File: src/rtl/flash_seq_pkg.sv
package flash_seq_pkg;

    typedef enum logic [3:0] {
        OP_RESET        = 4'd0,
        OP_PROGRAM      = 4'd1,
        OP_CHIP_ERASE   = 4'd2,
        OP_SECTOR_ERASE = 4'd3,
        OP_BYP_ENTER    = 4'd4,
        OP_BYP_PROGRAM  = 4'd5,
        OP_BYP_EXIT     = 4'd6,
        OP_SUSPEND      = 4'd7,
        OP_RESUME       = 4'd8,
        OP_IDENTIFY     = 4'd9
    } op_e;

    typedef enum logic [1:0] {
        PH_IDLE,
        PH_SETUP,
        PH_PULSE,
        PH_HOLD
    } phase_e;

    localparam int MAX_STEPS = 6;
    localparam int STEP_W    = $clog2(MAX_STEPS);

    localparam logic [11:0] UNLOCK1_BYTE = 12'hAAA;
    localparam logic [11:0] UNLOCK2_BYTE = 12'h555;
    localparam logic [11:0] UNLOCK1_WORD = 12'h555;
    localparam logic [11:0] UNLOCK2_WORD = 12'h2AA;

    function automatic logic op_known(input logic [3:0] code);
        return code <= 4'd9;
    endfunction

endpackage

File: src/rtl/flash_seq_table.sv
module flash_seq_table
    import flash_seq_pkg::*;
#(
    parameter int AW = 20,
    parameter int DW = 16
) (
    input  op_e               op,
    input  logic [STEP_W-1:0] idx,
    input  logic              word_mode,
    input  logic [AW-1:0]     tgt_addr,
    input  logic [DW-1:0]     tgt_data,
    output logic [AW-1:0]     step_addr,
    output logic [DW-1:0]     step_data,
    output logic              step_read,
    output logic              step_last
);

    typedef enum logic [1:0] {AS_ZERO, AS_U1, AS_U2, AS_TGT} asel_e;

    typedef struct packed {
        asel_e      asel;
        logic [7:0] cmd;
        logic       use_tgt;
        logic       rd;
        logic       last;
    } ent_t;

    function automatic ent_t mk(input asel_e a, input logic [7:0] c,
                                input logic t, input logic r, input logic l);
        ent_t e;
        e.asel    = a;
        e.cmd     = c;
        e.use_tgt = t;
        e.rd      = r;
        e.last    = l;
        return e;
    endfunction

    localparam logic [AW-1:0] U1B = AW'(UNLOCK1_BYTE);
    localparam logic [AW-1:0] U2B = AW'(UNLOCK2_BYTE);
    localparam logic [AW-1:0] U1W = AW'(UNLOCK1_WORD);
    localparam logic [AW-1:0] U2W = AW'(UNLOCK2_WORD);

    ent_t ent;

    // Entry selection: opcode and step index give one bus cycle
    always_comb begin
        ent = mk(AS_ZERO, 8'h00, 1'b0, 1'b0, 1'b1);
        unique case (op)
            OP_RESET:   ent = mk(AS_ZERO, 8'hF0, 1'b0, 1'b0, 1'b1);
            OP_SUSPEND: ent = mk(AS_ZERO, 8'hB0, 1'b0, 1'b0, 1'b1);
            OP_RESUME:  ent = mk(AS_ZERO, 8'h30, 1'b0, 1'b0, 1'b1);
            OP_PROGRAM: begin
                case (idx)
                    3'd0:    ent = mk(AS_U1,  8'hAA, 1'b0, 1'b0, 1'b0);
                    3'd1:    ent = mk(AS_U2,  8'h55, 1'b0, 1'b0, 1'b0);
                    3'd2:    ent = mk(AS_U1,  8'hA0, 1'b0, 1'b0, 1'b0);
                    default: ent = mk(AS_TGT, 8'h00, 1'b1, 1'b0, 1'b1);
                endcase
            end
            OP_CHIP_ERASE, OP_SECTOR_ERASE: begin
                case (idx)
                    3'd0:    ent = mk(AS_U1, 8'hAA, 1'b0, 1'b0, 1'b0);
                    3'd1:    ent = mk(AS_U2, 8'h55, 1'b0, 1'b0, 1'b0);
                    3'd2:    ent = mk(AS_U1, 8'h80, 1'b0, 1'b0, 1'b0);
                    3'd3:    ent = mk(AS_U1, 8'hAA, 1'b0, 1'b0, 1'b0);
                    3'd4:    ent = mk(AS_U2, 8'h55, 1'b0, 1'b0, 1'b0);
                    default: begin
                        if (op == OP_SECTOR_ERASE)
                            ent = mk(AS_TGT, 8'h30, 1'b0, 1'b0, 1'b1);
                        else
                            ent = mk(AS_U1, 8'h10, 1'b0, 1'b0, 1'b1);
                    end
                endcase
            end
            OP_BYP_ENTER: begin
                case (idx)
                    3'd0:    ent = mk(AS_U1, 8'hAA, 1'b0, 1'b0, 1'b0);
                    3'd1:    ent = mk(AS_U2, 8'h55, 1'b0, 1'b0, 1'b0);
                    default: ent = mk(AS_U1, 8'h20, 1'b0, 1'b0, 1'b1);
                endcase
            end
            OP_BYP_PROGRAM: begin
                if (idx == 3'd0) ent = mk(AS_ZERO, 8'hA0, 1'b0, 1'b0, 1'b0);
                else             ent = mk(AS_TGT,  8'h00, 1'b1, 1'b0, 1'b1);
            end
            OP_BYP_EXIT: begin
                if (idx == 3'd0) ent = mk(AS_ZERO, 8'h90, 1'b0, 1'b0, 1'b0);
                else             ent = mk(AS_ZERO, 8'h00, 1'b0, 1'b0, 1'b1);
            end
            OP_IDENTIFY: begin
                case (idx)
                    3'd0:    ent = mk(AS_U1,  8'hAA, 1'b0, 1'b0, 1'b0);
                    3'd1:    ent = mk(AS_U2,  8'h55, 1'b0, 1'b0, 1'b0);
                    3'd2:    ent = mk(AS_U1,  8'h90, 1'b0, 1'b0, 1'b0);
                    default: ent = mk(AS_TGT, 8'h00, 1'b0, 1'b1, 1'b1);
                endcase
            end
            default: ent = mk(AS_ZERO, 8'h00, 1'b0, 1'b0, 1'b1);
        endcase
    end

    // Address mux: the width mode picks the unlock pair
    always_comb begin
        unique case (ent.asel)
            AS_U1:   step_addr = word_mode ? U1W : U1B;
            AS_U2:   step_addr = word_mode ? U2W : U2B;
            AS_TGT:  step_addr = tgt_addr;
            default: step_addr = '0;
        endcase
        step_data = ent.use_tgt ? tgt_data : {{(DW-8){1'b0}}, ent.cmd};
        step_read = ent.rd;
        step_last = ent.last;
    end

endmodule

File: src/rtl/flash_cycle_timer.sv
module flash_cycle_timer
    import flash_seq_pkg::*;
#(
    parameter int SETUP_CLKS = 2,
    parameter int PULSE_CLKS = 3,
    parameter int HOLD_CLKS  = 1
) (
    input  logic   clk,
    input  logic   rst_n,
    input  logic   start,
    output phase_e phase,
    output logic   pulse_last,
    output logic   cyc_end
);

    localparam int MAXC = (SETUP_CLKS > PULSE_CLKS)
                        ? ((SETUP_CLKS > HOLD_CLKS) ? SETUP_CLKS : HOLD_CLKS)
                        : ((PULSE_CLKS > HOLD_CLKS) ? PULSE_CLKS : HOLD_CLKS);
    localparam int CW = (MAXC > 1) ? $clog2(MAXC) : 1;
    localparam logic [CW-1:0] SETUP_END = CW'(SETUP_CLKS - 1);
    localparam logic [CW-1:0] PULSE_END = CW'(PULSE_CLKS - 1);
    localparam logic [CW-1:0] HOLD_END  = CW'(HOLD_CLKS - 1);

    typedef struct packed {
        phase_e        ph;
        logic [CW-1:0] cnt;
    } tmr_t;

    tmr_t tmr_d, tmr_q;

    always_comb begin
        tmr_d = tmr_q;
        unique case (tmr_q.ph)
            PH_IDLE: begin
                if (start) begin
                    tmr_d.ph  = PH_SETUP;
                    tmr_d.cnt = '0;
                end
            end
            PH_SETUP: begin
                if (tmr_q.cnt == SETUP_END) begin
                    tmr_d.ph  = PH_PULSE;
                    tmr_d.cnt = '0;
                end else begin
                    tmr_d.cnt = tmr_q.cnt + 1'b1;
                end
            end
            PH_PULSE: begin
                if (tmr_q.cnt == PULSE_END) begin
                    tmr_d.ph  = PH_HOLD;
                    tmr_d.cnt = '0;
                end else begin
                    tmr_d.cnt = tmr_q.cnt + 1'b1;
                end
            end
            default: begin
                if (tmr_q.cnt == HOLD_END) begin
                    tmr_d.ph  = start ? PH_SETUP : PH_IDLE;
                    tmr_d.cnt = '0;
                end else begin
                    tmr_d.cnt = tmr_q.cnt + 1'b1;
                end
            end
        endcase
    end

    always_ff @(posedge clk or negedge rst_n) begin
        if (!rst_n) begin
            tmr_q.ph  <= PH_IDLE;
            tmr_q.cnt <= '0;
        end else begin
            tmr_q <= tmr_d;
        end
    end

    assign phase      = tmr_q.ph;
    assign pulse_last = (tmr_q.ph == PH_PULSE) && (tmr_q.cnt == PULSE_END);
    assign cyc_end    = (tmr_q.ph == PH_HOLD)  && (tmr_q.cnt == HOLD_END);

endmodule

File: src/rtl/flash_cmd_seq.sv
module flash_cmd_seq
    import flash_seq_pkg::*;
#(
    parameter int AW         = 20,
    parameter int DW         = 16,
    parameter int SETUP_CLKS = 2,
    parameter int PULSE_CLKS = 3,
    parameter int HOLD_CLKS  = 1
) (
    input  logic          clk,
    input  logic          rst_n,
    input  logic          req_valid,
    input  logic [3:0]    req_op,
    input  logic [AW-1:0] req_addr,
    input  logic [DW-1:0] req_data,
    input  logic          word_mode,
    output logic          req_ready,
    output logic          done,
    output logic [DW-1:0] rd_data,
    output logic [AW-1:0] fl_addr,
    output logic [DW-1:0] fl_dout,
    input  logic [DW-1:0] fl_din,
    output logic          fl_drive,
    output logic          fl_ce_n,
    output logic          fl_we_n,
    output logic          fl_oe_n
);

    typedef struct packed {
        logic              busy;
        op_e               op;
        logic [STEP_W-1:0] idx;
        logic              wmode;
        logic [AW-1:0]     addr;
        logic [DW-1:0]     data;
        logic              done;
        logic [DW-1:0]     rdat;
    } seq_t;

    seq_t seq_d, seq_q;

    logic          start;
    phase_e        phase;
    logic          pulse_last;
    logic          cyc_end;
    logic [AW-1:0] step_addr;
    logic [DW-1:0] step_data;
    logic          step_read;
    logic          step_last;

    flash_seq_table #(.AW(AW), .DW(DW)) u_table (
        .op        (seq_q.op),
        .idx       (seq_q.idx),
        .word_mode (seq_q.wmode),
        .tgt_addr  (seq_q.addr),
        .tgt_data  (seq_q.data),
        .step_addr (step_addr),
        .step_data (step_data),
        .step_read (step_read),
        .step_last (step_last)
    );

    flash_cycle_timer #(
        .SETUP_CLKS (SETUP_CLKS),
        .PULSE_CLKS (PULSE_CLKS),
        .HOLD_CLKS  (HOLD_CLKS)
    ) u_timer (
        .clk        (clk),
        .rst_n      (rst_n),
        .start      (start),
        .phase      (phase),
        .pulse_last (pulse_last),
        .cyc_end    (cyc_end)
    );

    // Sequencer: accept, step through the table, finish with done
    always_comb begin
        seq_d      = seq_q;
        seq_d.done = 1'b0;
        start      = 1'b0;
        if (!seq_q.busy) begin
            if (req_valid && op_known(req_op)) begin
                seq_d.busy  = 1'b1;
                seq_d.op    = op_e'(req_op);
                seq_d.idx   = '0;
                seq_d.wmode = word_mode;
                seq_d.addr  = req_addr;
                seq_d.data  = req_data;
                start       = 1'b1;
            end
        end else begin
            if (pulse_last && step_read)
                seq_d.rdat = fl_din;
            if (cyc_end) begin
                if (step_last) begin
                    seq_d.busy = 1'b0;
                    seq_d.done = 1'b1;
                end else begin
                    seq_d.idx = seq_q.idx + 1'b1;
                    start     = 1'b1;
                end
            end
        end
    end

    always_ff @(posedge clk or negedge rst_n) begin
        if (!rst_n) begin
            seq_q.busy  <= 1'b0;
            seq_q.op    <= OP_RESET;
            seq_q.idx   <= '0;
            seq_q.wmode <= 1'b0;
            seq_q.addr  <= '0;
            seq_q.data  <= '0;
            seq_q.done  <= 1'b0;
            seq_q.rdat  <= '0;
        end else begin
            seq_q <= seq_d;
        end
    end

    assign req_ready = !seq_q.busy;
    assign done      = seq_q.done;
    assign rd_data   = seq_q.rdat;
    assign fl_addr   = seq_q.busy ? step_addr : '0;
    assign fl_dout   = seq_q.busy ? step_data : '0;
    assign fl_drive  = seq_q.busy && !step_read;
    assign fl_ce_n   = (phase == PH_IDLE);
    assign fl_we_n   = !((phase == PH_PULSE) && !step_read);
    assign fl_oe_n   = !((phase == PH_PULSE) && step_read);

endmodule

File: config.mk
export PLATFORM = sky130hd
export DESIGN_NAME = flash_cmd_seq
export DESIGN_NICKNAME = d
export VERILOG_FILES = /design/src/rtl/flash_seq_pkg.sv /design/src/rtl/flash_seq_table.sv /design/src/rtl/flash_cycle_timer.sv /design/src/rtl/flash_cmd_seq.sv
export SDC_FILE = /design/constraint.sdc
export NUM_CORES = 1
export LEC_CHECK = 0
export CELL_PAD_IN_SITES_DETAIL_PLACEMENT = 1
export CELL_PAD_IN_SITES_GLOBAL_PLACEMENT = 1
export CORE_UTILIZATION = 37
export DETAILED_ROUTE_END_ITERATION = 8
export PLACE_DENSITY = 0.89
export SETUP_SLACK_MARGIN = 0.1
export SLEW_MARGIN = 30
export SYNTH_ARGS = -nofsm -noshare
export SYNTH_HDL_FRONTEND = slang
export SYNTH_SLANG_ARGS = --single-unit
File: constraint.sdc
create_clock -name clk -period 2.89 [get_ports clk]
set_input_delay 0.4335 -clock clk [delete_from_list [all_inputs] [get_ports clk]]
set_output_delay 0.4335 -clock clk [all_outputs]
set_load 0.005 [all_outputs]
==> results.py <==
metrics = {
    "outcome": {
        "outcome": "finished with violations",
        "violations": "negative setup slack",
    },
    "cells_and_area": {
        "stdcell_area_um2": 6869,
        "layout-drive-gt1-share_pct": 53.24,
        "final_util_pct": 65.36,
        "multi_input_comb_area_um2": 2818,
        "fin_nets": 642,
        "syn_to_final_growth_pct": 68.87,
        "num_antenna_cells": 0,
        "ff_latch_area_um2": 1658,
        "fillers": 1007,
    },
    "timing": {
        "setup_viol": 38,
        "relSlewSlack_pct": 23.74,
        "fin_skew_ps": 20.35,
        "finalCritPeriodShare_pct": 119.4,
        "tightest_slew_ps": 1132,
        "setup_slack_ps": -560.8,
        "slew_violations": 0,
        "rsz0062_at_grt": "yes",
        "timing.fmax_mhz": 289.8,
        "period_needed_ps": 3451,
        "hold_viol_final": 0,
    },
    "die": {
        "start_util_pct": 38.71,
        "core_um2": 10510,
        "pin_count": 118,
        "rows": 37,
        "die-area_um2": 11420,
        "die_x_um": 106.9,
        "die_h_um": 106.9,
    },
    "clock_network": {
        "clock_latency_ps": 390,
        "clock_sink_count": 66,
        "clk_pin_slew_worst_paths_ps": 110,
        "ctsLongestPathBuffers": 2,
        "ctsHoldBuffers": 0,
        "cts_tree": "yes",
        "cts-htree-levels": 3,
        "cts_made_buffers": 9,
        "clock-root-buffer": "clkbuf_8",
    },
    "detailed_routing": {
        "vias": 4755,
        "ant_nets": 0,
        "route.detailed.drc": 0,
        "wl_um": 27020,
        "viasPerCell": 6.726,
        "routedWlPerCell_um": 38.21,
        "dr.pass1.iters": 5,
        "drt_iter0_markers": 555,
    },
    "setup_path": {
        "r2r.worst_path.cells": 7,
        "criticalPathCategory": "reg2out",
        "crit_path_end_kind": "output pin",
        "cp_max_fo": 6,
        "slowest_delay_ps": 500,
        "cp.required_ps": 2460,
        "cp.arrival_ps": 3020,
        "critPathLaunchType": "flip-flop",
        "cp_slowest_cell": "dfrtp_2",
        "crit_chain": "buf_4 -> buf_4 -> o21ai_0 -> and2_1 -> nand2b_1 -> or2_2 -> o32ai_1 -> buf_2",
        "cpMostUsedCell": "buf_4",
    },
    "yosys": {
        "synth_top_area_share_pct": 40.60,
        "syn-cell-area_um2": 4068,
        "seq_area_frac_synth_pct": 40.60,
        "yosys_warnings": 0,
        "yosys.area_share.xor_xnor_pct": 0,
        "synthAdderAreaFrac_pct": 4.922,
        "synthFlopType": "dfrtp_1",
        "ys_async_sr_fraction_pct": 100.0,
        "yosysUniqueCellTypes": 60,
        "synth_seq_cells": 66,
        "muxShareOfSynthArea_pct": 17.53,
        "synth_nets": 467,
        "synthSimpleGateAreaFrac_pct": 14.46,
        "synth_top_family_by_area": "multiplexers",
        "post_synth.cell_area_avg_um2": 10.40,
        "synth_area_leaders": "dfrtp_1 (41%), mux2_2 (16%), ha_1 (4.9%), buf_4 (3.1%), a21oi_1 (2.6%)",
        "synth_top_area_cell": "dfrtp_1",
        "synthCells": 391,
        "synth_compound_area_share_pct": 15.41,
        "synth-edff-count": 0,
    },
    "power_and_ir_drop": {
        "p_per_area_nw_per_um2": 1301,
        "leakage_nw": 2.888,
        "ir_drop_uv": 799.3,
    },
    "global_route": {
        "gr-usage-all-layers_pct": 41.63,
        "antenna_found_initial": 0,
        "grt_pass1_wl_um": 33690,
        "grt_pass1_vias": 4979,
        "overflow": 0,
        "grt_max_degree": 47,
    },
    "placed_design": {
        "routabilityCongestion": 0.9166,
        "hpwl_um": 10680,
        "dp_slack_ps": -314.3,
        "place.port_buffers": 117,
        "placed_area_um2": 5584,
    },
    "hold_path": {
        "min_path_type": "in2async",
    },
    "run": {
        "maxCapViolations": 0,
    },
}
==> routing by layer <==
metal  wire length, µm  GRT usage, %  up-vias
met5                 0             0        -
li1                  -             -     1752
met4              2675         29.45        0
met3              3223         12.89      205
met2             12000         66.27      474
met1              9113         47.43     2324
==> cell families after synthesis <==
group	Yosys count
muxes	64
buffers and inverters	53
and+or+nand+nor	105
AOI/OAI and AO/OA	87
DFF	66
adders and majority gates	16
==> what timing repair did <==
item                                    CTS  global route
endpoints found under the hold margin     0             0
endpoints found under the setup margin   39            56
resized for setup                       257            86
cloned                                    3             0
setup buffers                            30            13
pin swaps                                41            42
==> path summary, 6_finish.rpt <==
| check | slack (ps) | startpoint | end |
|---|---|---|---|
| max | -560 | seq_q[58] | fl_addr[8] |
| min | 130 | rst_n | rd_data[4] |
| max reg2reg | -220 | u_timer.phase[0] | u_timer.phase[0] |
| min reg2reg | 530 | seq_q[20] | seq_q[20] |
| max in group asynchronous | 2030 | rst_n | seq_q[60] |
| min in group clk | 530 | seq_q[20] | seq_q[20] |
==> registers in the layout, indices dropped and copies added, names as in the netlist <==
signal and cells:
rd_data 16, u_timer.phase 2, done 1, u_timer.tmr_q 2, seq_q 45
==> worst max-delay path: cells and delay by family, from the launching register on <==
kind,cells,cell delay (ps)
AOI/OAI and AO/OA,2,620
DFF,1,500
buffers and inverters,3,540
and+or+nand+nor,3,970
==> layout make-up <==
type	instances	share of cell area, %
multi-input cells	274	41.02
repair buffers	203	28.47
flip-flops and latches	66	24.13
well taps	136	2.477
clock buffers	9	1.803
clock inverters	7	1.366
inverters	12	0.7286
==> cells in the final DEF (no fill, tap or decap), types with 4 or more instances in the layout <==
master,Yosys,routed
and2_1,11,4
ha_1,16,11
buf_12,0,9
o211ai_1,5,5
nor2_4,0,4
and3_4,0,8
a21oi_1,21,5
clkdlybuf4s50_1,0,77
o32ai_2,0,8
clkbuf_8,0,9
buf_2,8,23
inv_1,12,10
nor2_1,26,15
dfrtp_2,0,5
o21ai_0,13,6
nand2_1,13,11
o21ai_1,1,5
ha_4,0,5
nor2b_1,7,6
dfrtp_1,66,61
buf_4,17,46
a21oi_2,0,9
o21a_1,5,4
mux2_2,58,58
nor2_2,0,7
nand2b_1,8,8
nand3_1,8,6
a21oi_4,0,7
mux2i_1,6,5
buf_6,2,42
and2_4,1,9
==> power breakdown <==
| part | internal [W] | total [W] | switching [W] | leakage, nW |
|---|---|---|---|---|
| registers | 0.00128 | 0.00179 | 0.000516 | 0.785 |
| clock network | 0.000485 | 0.000957 | 0.000472 | 0.105 |
| logic | 0.00277 | 0.00619 | 0.00342 | 2.00 |
| total | 0.00453 | 0.00894 | 0.00441 | 2.89 |
==> synth_stat cells, drive strengths merged (2+ instances only) <==
cell      n
nor2     26
mux2     58
clkbuf   11
nor4      2
o21ba     2
a31oi     4
nand3b    2
nor3      4
a211oi    2
dfrtp    66
nand2b    8
a22oi     2
nor2b     7
and3      8
buf      30
o211ai    5
and2     12
ha       16
a2bb2oi   2
inv      12
mux2i     6
nand2    13
o32ai    11
o21ai    14
nand3     8
o21a      5
o32a      2
a2111oi   2
a221oi    2
nor3b     4
a21oi    21
or3b      2
o21bai    2
or2       5
==> metrics by stage <==
step | hold WS (ps) | total power [W] | cells | setup TNS [ps]
after CTS | 159.8 | 0.007193 | 700 | -2851
after global placement | 480.4 | 0.004885 | 652 | -863.1
after detailed placement | 488.6 | 0.005124 | 652 | -3541
final | 125.6 | 0.008938 | 707 | -11360
after floorplan | 137.9 | 0.003425 | 391 | 0
after global routing | 185.6 | 0.008983 | 707 | -11170
(Power assumes the default switching activity.)
